==> src/rtl/pwm_evt_timer.sv <==
module pwm_evt_timer #(
  parameter int CW = 16
) (
  input  logic          clk,
  input  logic          rst,
  input  logic          cnt_en,
  input  logic          wr_en,
  input  logic [2:0]    wr_addr,
  input  logic [CW-1:0] wr_data,
  output logic          pwm_out
);
  localparam int NCMP = 4;
  localparam int MW   = 3 + NCMP;
  localparam logic [MW-1:0] MASK_KEEP = {{NCMP{1'b1}}, 3'b010};

  logic [CW-1:0]            cnt_q;
  logic [CW-1:0]            per_pre, per_act;
  logic [NCMP-1:0][CW-1:0]  cmp_pre, cmp_act;
  logic [MW-1:0]            set_msk, rst_msk;
  logic                     half_q;
  logic                     upd;
  logic [NCMP-1:0]          hit;
  logic                     cmp_set, cmp_rst, lvl;

  assign upd = cnt_en && (cnt_q == per_act);

  for (genvar i = 0; i < NCMP; i++) begin : g_hit
    assign hit[i] = cnt_en && (cnt_q == cmp_act[i]);
  end

  assign cmp_set = |(hit & set_msk[MW-1:3]);
  assign cmp_rst = |(hit & rst_msk[MW-1:3]);

  always_comb begin
    lvl = pwm_out;
    if (cmp_set) lvl = 1'b1;
    if (cmp_rst) lvl = 1'b0;
    if (upd && set_msk[1]) lvl = 1'b1;
    if (upd && rst_msk[1]) lvl = 1'b0;
  end

  always_ff @(posedge clk) begin
    if (rst) begin
      cnt_q   <= '0;
      per_act <= '0;
      cmp_act <= '0;
      pwm_out <= 1'b0;
    end else begin
      pwm_out <= lvl;
      if (upd) begin
        cnt_q   <= '0;
        per_act <= per_pre;
        cmp_act <= cmp_pre;
      end else if (cnt_en) begin
        cnt_q <= cnt_q + 1'b1;
      end
    end
  end

  always_ff @(posedge clk) begin
    if (rst) begin
      per_pre <= '0;
      cmp_pre <= '0;
      set_msk <= '0;
      rst_msk <= '0;
      half_q  <= 1'b0;
    end else if (wr_en) begin
      for (int i = 0; i < NCMP; i++)
        if (wr_addr == 3'(i + 1)) cmp_pre[i] <= wr_data;
      case (wr_addr)
        3'd0: begin
          per_pre <= wr_data;
          if (half_q) cmp_pre[0] <= wr_data >> 1;
        end
        3'd5: set_msk <= wr_data[MW-1:0] & MASK_KEEP;
        3'd6: rst_msk <= wr_data[MW-1:0] & MASK_KEEP;
        3'd7: half_q  <= wr_data[0];
        default: ;
      endcase
    end
  end
endmodule

==> config.mk <==
export PLATFORM = sky130hd
export DESIGN_NAME = pwm_evt_timer
export DESIGN_NICKNAME = d
export VERILOG_FILES = /design/src/rtl/pwm_evt_timer.sv
export SDC_FILE = /design/constraint.sdc
export NUM_CORES = 1
export LEC_CHECK = 0
export ABC_CLOCK_PERIOD_IN_PS = 2700
export CAP_MARGIN = 10
export CORE_MARGIN = 1
export CORE_UTILIZATION = 45
export DETAILED_ROUTE_END_ITERATION = 8
export SLEW_MARGIN = 20
export SYNTH_ARGS = -nofsm -noshare
export SYNTH_HDL_FRONTEND = slang
export SYNTH_SLANG_ARGS = --single-unit
==> constraint.sdc <==
create_clock -name clk -period 2.7 [get_ports clk]
set_input_delay 0.54 -clock clk [delete_from_list [all_inputs] [get_ports clk]]
set_output_delay 0.54 -clock clk [all_outputs]
set_load 0.01 [all_outputs]
Yosys cells after proc, flatten, opt, wreduce, memory -nomap -nowiden
Index checks and enable logic that the tools add are counted.

storage, ports and cells
  register bits = 188
  bits of input ports = 23

operators by class
  add/subtract/negate cells = 1
  equality and inequality tests = 12
  multiplexer cells = 6
  bitwise operators = 2
  reduce and logical (&&, ||, !) cells = 20

operators by type and width
  cell                                                                    number
  16-bit equality test                                                    5
  16-bit two-way mux                                                      3
  16-bit by 1-bit adder with 16-bit output (second input constant)        1
  2-bit AND reduction                                                     7
  3-bit equality test (second input constant)                             4
  4-bit AND                                                               2
  4-bit OR reduction                                                      2
  1-bit logical AND                                                       7
  3-bit by 2-bit equality test with 1-bit output (second input constant)  2
  2-bit OR reduction                                                      2
  3-bit by 1-bit equality test with 1-bit output (second input constant)  1
  3-bit logical NOT                                                       1
  1-bit two-way mux                                                       3
  3-bit nonzero test                                                      1

Longest topological paths before layout
Gate-level depths: netlist (run 1).

  depth in word-level cells = 7
  gate-level depth with buffers = 10
  depth with buffers taken out = 7

Worst setup path after synthesis (run 1)
Ideal clock, no wire load.

  kind = register -> register
  start = register cnt_q[0]
  end = register cnt_q[5]
  library setup time = 0.115 ns
  arrival time = 1.944 ns
  path slack = 0.641 ns
  stages on the path, launching flop included = 11
  path buffers = 4
  period minus slack after synthesis = 2.059 ns
  path through = dfxtp_1 buf_2 xor2_1 nor4_1 nand2_1 or4_1 buf_2 nand2b_1 buf_4 buf_6 nor2_1

between the ends
  word-level cells in the longest chain between the ends = 3
  elaborated cells between the ends (all ways) = 4

ends and longest elaborated chain
  what                                                                              RTL line  source
  from (decl)                                                                       16        logic [CW-1:0] cnt_q;
  from (signal assigned)                                                            55        cnt_q <= cnt_q + 1'b1;
  branches (longest 3 deep; another with 16-bit by 1-bit adder with 16-bit output)  --

Parallel ways; which one is timed is not known.
A chain may end at the register's enable or synchronous reset.

Worst setup path after layout (run 1)
  start = register per_act[13]
  end = register cnt_q[11]

between the ends
  word-level cells in the longest chain between the ends = 3

ends and longest elaborated chain
  what                          RTL line  source
  from (decl)                   17        logic [CW-1:0] per_pre, per_act;
  from (signal assigned)        52        per_act <= per_pre;
  16-bit equality test          25        assign upd = cnt_en && (cnt_q == per_act);
  1-bit logical AND             25
  2-bit OR reduction (no line)  --

No other way between the ends.

==> results of run 1 <==
-- worst max path at each step --
stage,end,cells after the start
after floorplan,cnt_q[5],10
after global placement,cnt_q[15],9
after detailed placement,cnt_q[5],6
after CTS,cnt_q[11],7
after global routing,cnt_q[8],7
final,cnt_q[11],7
-- cell usage after synthesis (all sizes together) (3+ instances only) --
cell type	instances
xor2	40
o21ai	4
o22ai	13
mux2i	7
nor4	9
dfxtp	188
xnor2	55
nor2b	5
nand3	14
buf	30
nand4	18
and3	3
nor3	19
nand2	314
a21oi	150
and2	4
clkbuf	48
nor2	42
-- stage by stage --
step	hold WS (ns)	instance area, sq um	utilization	power [uW]
finish	0.435	9210	0.527	6040
global placement	0.443	8580	0.491	3470
floorplan	0.432	8130	-	3280
CTS	0.425	9210	0.527	6070
global route	0.429	9210	0.527	6240
detailed placement	0.447	8580	0.491	3470
-- final cells by class --
class	count	area, sq um	area share
repair buffers	61	579	0.0629
multi-input cells	713	3960	0.430
well taps	225	282	0.0306
clock buffers	20	457	0.0496
clock inverters	12	164	0.0178
flip-flops and latches	188	3760	0.409
-- power breakdown --
group | internal [uW] | leakage (uW) | switching [uW]
registers | 2820 | 0.00152 | 29.8
clock network | 1520 | 0.000294 | 1120
logic | 175 | 0.00136 | 379
total | 4520 | 0.00317 | 1530
-- flip-flops by register name, summed over array words and instances (netlist names) --
name	count
cmp_act	64
cmp_pre	64
cnt_q	16
per_act	16
per_pre	16
rst_msk	5
set_msk	5
half_q	1
pwm_out	1
-- logic make-up (layout without fill, tap and decap cells) --
group                      Yosys count  count (layout)  share of synthesized area
buffers and inverters               78              93                     0.0511
AOI/OAI and AO/OA                  174             174                      0.149
and+or+nand+nor                    436             436                      0.225
DFF                                188             188                      0.463
xor gates and xnor gates            95              95                      0.102
muxes                                7               7                    0.00862
adders and majority gates            1               1                    0.00154
-- layer usage --
metal | global-route usage | routed length [microns] | up-vias
li1 | - | - | 3203
met1 | 0.344 | 10200 | 3013
met2 | 0.384 | 10000 | 125
met3 | 0.0403 | 893 | 22
met4 | 0.0648 | 371 | 0
met5 | 0 | 0 | -
==> flow_results.xml, run 1 <==
<?xml version="1.0" encoding="UTF-8"?>
<metrics>
  <group name="run_status">
    <metric name="run_status" unit="">finished clean</metric>
  </group>
  <group name="timing">
    <metric name="timing_hold_violations_final" unit="">0</metric>
    <metric name="final_count_of_pins_violating_max_slew" unit="">0</metric>
    <metric name="final.min_clock_period" unit="ns">2.25</metric>
    <metric name="final.setup.tns" unit="ns">0</metric>
    <metric name="endpoints_failing_setup" unit="">0</metric>
    <metric name="period_share" unit="">0.832</metric>
    <metric name="rsz0062_at_grt" unit="">false</metric>
    <metric name="f_max" unit="GHz">0.445</metric>
    <metric name="timing_worst_slew_pin_value" unit="ns">0.688</metric>
    <metric name="skew" unit="ns">0.00906</metric>
    <metric name="finalWorstSetupSlack" unit="ns">0.454</metric>
    <metric name="timing.slew.headroom" unit="">0.541</metric>
  </group>
  <group name="layout">
    <metric name="nNetsFinal" unit="">1005</metric>
    <metric name="post_layout_nonfiller_instances" unit="">1219</metric>
    <metric name="commonest_non_fill_non_tap_cell_in_the_layout" unit="">nand2_1</metric>
    <metric name="commonest_cells_after_routing_fill_and_taps_aside" unit="">nand2_1, dfxtp_1, a21oi_2</metric>
    <metric name="final_layout_size_suffix_gt1_frac" unit="">0.159</metric>
    <metric name="insertedDiodeCount" unit="">0</metric>
    <metric name="fill_cells" unit="">1651</metric>
    <metric name="syn_to_final_growth" unit="%">13.2</metric>
  </group>
  <group name="detailed_routing">
    <metric name="viasPerCell" unit="">5.22</metric>
    <metric name="drt.antenna.violating_nets" unit="">0</metric>
    <metric name="drc" unit="">0</metric>
    <metric name="routed_wire_length_per_instance" unit="microns">17.6</metric>
    <metric name="detailroute.via_count" unit="">6363</metric>
    <metric name="route.final.wire_length" unit="mm">21.5</metric>
    <metric name="detailedRoute.firstPassIterationCount" unit="">5</metric>
    <metric name="detailedRoute.firstIterationViolations" unit="">522</metric>
  </group>
  <group name="grt">
    <metric name="grt_pass1_wl" unit="mm">33.7</metric>
    <metric name="grt_antenna_before_repair" unit="">0</metric>
    <metric name="grt_overflow" unit="">0</metric>
    <metric name="grt_start_max_net_pins" unit="">69</metric>
    <metric name="via_count_of_the_first_global_routing_pass" unit="">5792</metric>
    <metric name="grt_usage" unit="">0.244</metric>
  </group>
  <group name="logic_synthesis">
    <metric name="synth_cell_types" unit="">38</metric>
    <metric name="synth-edff-count" unit="">0</metric>
    <metric name="async_reset_ff_frac" unit="">0</metric>
    <metric name="postSynth.topFlopCell" unit="">dfxtp_1</metric>
    <metric name="postSynthCellCount" unit="">979</metric>
    <metric name="synth_area_leader_cell" unit="">dfxtp_1</metric>
    <metric name="synth_nets" unit="">1003</metric>
    <metric name="syn_area" unit="sq um">8130</metric>
    <metric name="netlist_top_cells_area" unit="">dfxtp_1, nand2_1, a21oi_2</metric>
    <metric name="synth.avg_cell_area" unit="sq um">8.31</metric>
    <metric name="yosysWarnings" unit="">0</metric>
    <metric name="ys_seq_elements" unit="">188</metric>
    <metric name="yosysSeqAreaShare" unit="">0.463</metric>
    <metric name="synth_top_cell_area_share" unit="">0.463</metric>
  </group>
  <group name="clock_network">
    <metric name="cts_setup_buffers" unit="">0</metric>
    <metric name="cts_tree" unit="">done</metric>
    <metric name="cts.repair.resized" unit="">0</metric>
    <metric name="clk_transition_reported_paths" unit="ns">0.07</metric>
    <metric name="clock_sinks" unit="">188</metric>
    <metric name="cts_hold_buf" unit="">0</metric>
    <metric name="clk_root_buffer_cell" unit="">clkbuf_16</metric>
    <metric name="cts-buffers-inserted" unit="">17</metric>
    <metric name="clock_latency_reported_for_the_late_side_of_the_worst_skew_pair" unit="ns">0.43</metric>
    <metric name="ctsLongestPathBuffers" unit="">2</metric>
    <metric name="h-tree-depth" unit="">4</metric>
  </group>
  <group name="worst_setup_path">
    <metric name="cp.arrival" unit="ns">2.56</metric>
    <metric name="critical_path.startpoint_type" unit="">flip-flop</metric>
    <metric name="endpoint_kind" unit="">flip-flop</metric>
    <metric name="timing.reg2reg.setup_slack" unit="ns">0.45</metric>
    <metric name="worstReg2RegStart" unit="">per_act[13]</metric>
    <metric name="critPathBufInv" unit="">1</metric>
    <metric name="critPathTopFamily" unit="">simple AND/OR/NAND/NOR gates</metric>
    <metric name="cpPeakStageDelay" unit="ns">0.78</metric>
    <metric name="timing.reg2reg.worst_path_depth" unit="">7</metric>
    <metric name="critical_path.cell_chain" unit="">xor2_1 -&gt; nor4_1 -&gt; nand2_1 -&gt; or4_2 -&gt; nand2b_1 -&gt; buf_4 -&gt; nor2_1</metric>
    <metric name="cpMaxStageDelayCell" unit="">or4_2</metric>
    <metric name="worstPathMaxFanout" unit="">16</metric>
    <metric name="cp_data_required_time" unit="ns">3.01</metric>
    <metric name="timing.critical_path.from" unit="">per_act[13]</metric>
    <metric name="criticalPathCategory" unit="">flip-flop to flip-flop</metric>
    <metric name="crit-reg2reg-capture" unit="">cnt_q[11]</metric>
  </group>
  <group name="placement">
    <metric name="numPlacedInstances" unit="">1187</metric>
    <metric name="finalWeightedCongestion" unit="">0.796</metric>
    <metric name="io_buffer_count" unit="">23</metric>
    <metric name="detailedPlace.worstSlack" unit="ns">0.196</metric>
    <metric name="dp.final_hpwl" unit="mm">14.4</metric>
  </group>
  <group name="power">
    <metric name="power.density" unit="nW/um^2">656</metric>
    <metric name="p_leak" unit="uW">0.00317</metric>
    <metric name="ir_worst_vdd" unit="V">0.000464</metric>
  </group>
  <group name="die">
    <metric name="die_area" unit="sq um">18600</metric>
    <metric name="dieWidth" unit="microns">136</metric>
    <metric name="ioPinCount" unit="">24</metric>
    <metric name="design.core.area" unit="sq um">17500</metric>
    <metric name="row_count" unit="">48</metric>
    <metric name="start_util" unit="">0.465</metric>
    <metric name="die_height" unit="microns">136</metric>
  </group>
  <group name="worst_hold_path">
    <metric name="timing.hold.worst.start" unit="">rst</metric>
    <metric name="hold-path-endpoint" unit="">per_act[5]</metric>
    <metric name="hold_path.class" unit="">input port to flip-flop</metric>
    <metric name="worstHoldPathCells" unit="">2</metric>
  </group>
  <group name="run">
    <metric name="max_cap_violations" unit="">0</metric>
  </group>
</metrics>
Power figures use the tool's default switching activity.
==> run 2, diff against run 1 <==
--- a/config.mk
+++ b/config.mk
@@ -5,7 +5,7 @@
 export SDC_FILE = /design/constraint.sdc
 export NUM_CORES = 1
 export LEC_CHECK = 0
-export ABC_CLOCK_PERIOD_IN_PS = 2700
+export ABC_CLOCK_PERIOD_IN_PS = 2150
 export CAP_MARGIN = 10
 export CORE_MARGIN = 1
 export CORE_UTILIZATION = 45
==> constraint.sdc (replaced) <==
create_clock -name clk -period 2.15 [get_ports clk]
set_input_delay 0.43 -clock clk [delete_from_list [all_inputs] [get_ports clk]]
set_output_delay 0.43 -clock clk [all_outputs]
set_load 0.01 [all_outputs]
==> flow_results.xml, run 2 (same netlist as run 1, synthesis figures left out) <==
<?xml version="1.0" encoding="UTF-8"?>
<metrics>
  <group name="placement">
    <metric name="numPlacedInstances" unit="">1219</metric>
    <metric name="io_buffer_count" unit="">23</metric>
    <metric name="dpl-instance-area" unit="sq um">8900</metric>
    <metric name="dp.final_hpwl" unit="mm">15.0</metric>
    <metric name="finalWeightedCongestion" unit="">0.811</metric>
  </group>
  <group name="detailed_routing">
    <metric name="detailedRoute.firstIterationViolations" unit="">484</metric>
    <metric name="drt.antenna.violating_nets" unit="">0</metric>
    <metric name="detailedRoute.firstPassIterationCount" unit="">5</metric>
    <metric name="drc" unit="">0</metric>
    <metric name="viasPerCell" unit="">5.24</metric>
    <metric name="route.final.wire_length" unit="mm">23.7</metric>
    <metric name="detailroute.via_count" unit="">6638</metric>
    <metric name="routed_wire_length_per_instance" unit="microns">18.7</metric>
  </group>
  <group name="run_status">
    <metric name="run_status" unit="">finished, violations left</metric>
    <metric name="violations" unit="">negative setup slack</metric>
  </group>
  <group name="power">
    <metric name="report.power.total" unit="uW">7820</metric>
    <metric name="p_leak" unit="uW">0.00352</metric>
    <metric name="power.density" unit="nW/um^2">789</metric>
    <metric name="ir_worst_vdd" unit="V">0.000608</metric>
  </group>
  <group name="clock_network">
    <metric name="ctsLongestPathBuffers" unit="">2</metric>
    <metric name="clock_latency_reported_for_the_late_side_of_the_worst_skew_pair" unit="ns">0.44</metric>
    <metric name="clk_root_buffer_cell" unit="">clkbuf_16</metric>
    <metric name="clock_sinks" unit="">188</metric>
    <metric name="cts_hold_buf" unit="">0</metric>
    <metric name="cts_tree" unit="">done</metric>
    <metric name="clk_transition_reported_paths" unit="ns">0.07</metric>
    <metric name="cts-buffers-inserted" unit="">17</metric>
    <metric name="h-tree-depth" unit="">4</metric>
  </group>
  <group name="layout">
    <metric name="top_regs" unit="">cmp_act x64, cmp_pre x64</metric>
    <metric name="commonest_non_fill_non_tap_cell_in_the_layout" unit="">nand2_1</metric>
    <metric name="commonest_cells_after_routing_fill_and_taps_aside" unit="">nand2_1, dfxtp_1, a21oi_2</metric>
    <metric name="core_utilization_of_the_finished_layout" unit="">0.567</metric>
    <metric name="finalInstanceArea" unit="sq um">9910</metric>
    <metric name="final_layout_size_suffix_gt1_frac" unit="">0.232</metric>
    <metric name="post_layout_nonfiller_instances" unit="">1266</metric>
    <metric name="insertedDiodeCount" unit="">0</metric>
    <metric name="nNetsFinal" unit="">1052</metric>
    <metric name="syn_to_final_growth" unit="%">21.9</metric>
  </group>
  <group name="grt">
    <metric name="via_count_of_the_first_global_routing_pass" unit="">6145</metric>
    <metric name="grt_antenna_before_repair" unit="">0</metric>
    <metric name="grt_usage" unit="">0.256</metric>
    <metric name="grt_pass1_wl" unit="mm">34.8</metric>
    <metric name="grt_overflow" unit="">0</metric>
    <metric name="grt_start_max_net_pins" unit="">49</metric>
  </group>
  <group name="worst_setup_path">
    <metric name="critical_path.startpoint_type" unit="">flip-flop</metric>
    <metric name="worstReg2RegStart" unit="">per_act[2]</metric>
    <metric name="timing.critical_path.from" unit="">per_act[2]</metric>
    <metric name="cp.arrival" unit="ns">2.54</metric>
    <metric name="worstPathMaxFanout" unit="">6</metric>
    <metric name="cp_data_required_time" unit="ns">2.51</metric>
    <metric name="criticalPathCategory" unit="">flip-flop to flip-flop</metric>
    <metric name="endpoint_kind" unit="">flip-flop</metric>
  </group>
  <group name="die">
    <metric name="die_area" unit="sq um">18600</metric>
    <metric name="design.core.area" unit="sq um">17500</metric>
    <metric name="die_height" unit="microns">136</metric>
    <metric name="ioPinCount" unit="">24</metric>
    <metric name="start_util" unit="">0.465</metric>
    <metric name="row_count" unit="">48</metric>
    <metric name="dieWidth" unit="microns">136</metric>
  </group>
  <group name="timing">
    <metric name="final_count_of_pins_violating_max_slew" unit="">0</metric>
    <metric name="finalWorstSetupSlack" unit="ns">-0.0315</metric>
    <metric name="f_max" unit="GHz">0.458</metric>
    <metric name="skew" unit="ns">0.0129</metric>
    <metric name="rsz0062_at_grt" unit="">true</metric>
    <metric name="period_share" unit="">1.01</metric>
    <metric name="final.min_clock_period" unit="ns">2.18</metric>
    <metric name="timing.slew.headroom" unit="">0.539</metric>
    <metric name="final.setup.tns" unit="ns">-0.116</metric>
    <metric name="timing_hold_violations_final" unit="">0</metric>
    <metric name="endpoints_failing_setup" unit="">14</metric>
    <metric name="timing_worst_slew_pin_value" unit="ns">0.690</metric>
  </group>
  <group name="run">
    <metric name="max_cap_violations" unit="">0</metric>
  </group>
  <group name="worst_hold_path">
    <metric name="hold_path.class" unit="">input port to flip-flop</metric>
    <metric name="timing.hold.worst.start" unit="">rst</metric>
  </group>
</metrics>
==> run 2: final timing paths <==
| check | to | slack (ns) | cells past startpoint |
|---|---|---|---|
| setup / recovery | cmp_act[49] | -0.03 | 10 |
| hold / removal | per_act[1] | 0.38 | 2 |
| setup reg to reg | cmp_act[49] | -0.03 | 10 |
| hold reg to reg | cmp_pre[39] | 0.45 | 2 |
==> run 2: worst max-delay path, stage by stage (launching register included) <==
cell and delay (ns):
dfxtp_1 0.34, xor2_1 0.19, nor4_2 0.31, nand2_2 0.14, buf_6 0.15, nor4_4 0.30, buf_6 0.18, buf_12 0.15
clkbuf_16 0.16, nand2_1 0.07, a21oi_2 0.13
==> run 2: layout make-up <==
class	instances	area, sq um
fill	1595	7560
multi-input combinational	713	4080
sequential	188	3760
timing repair buffer	108	1200
clock buffer	20	457
tap	225	282
clock inverter	12	136
==> run 2: where the power goes <==
part	switching, uW	internal [uW]
clock	1400	1790
combinational	611	448
sequential	38.5	3540
==> run 2: repair_timing <==
item,CTS,global route
buffers inserted,0,4
gates resized for setup,9,48
gates cloned,1,11
setup endpoints to repair,97,97
pin swaps,2,28
==> run 2: metal layers <==
| layer | GRT usage | up-vias | wire length [microns] |
|---|---|---|---|
| met5 | 0 | - | 0 |
| li1 | - | 3308 | - |
| met1 | 0.345 | 3154 | 11000 |
| met2 | 0.411 | 148 | 11100 |
| met4 | 0.0938 | 0 | 603 |
| met3 | 0.0388 | 28 | 981 |
==> run 2: stage by stage <==
stage               setup slack, ns  hold slack, ns
CTS                         -0.0148           0.380
global route                 -0.110           0.405
global placement             -0.215           0.440
finish                      -0.0315           0.382
floorplan                    0.0914           0.432
detailed placement           -0.233           0.447
==> run 3, diff against run 2 <==
--- a/config.mk
+++ b/config.mk
@@ -7,7 +7,6 @@
 export LEC_CHECK = 0
 export ABC_CLOCK_PERIOD_IN_PS = 2150
 export CAP_MARGIN = 10
-export CORE_MARGIN = 1
 export CORE_UTILIZATION = 45
 export DETAILED_ROUTE_END_ITERATION = 8
 export SLEW_MARGIN = 20
==> results of run 3 <==
No change in the layout: final DEF, timing and power equal those of run 2.
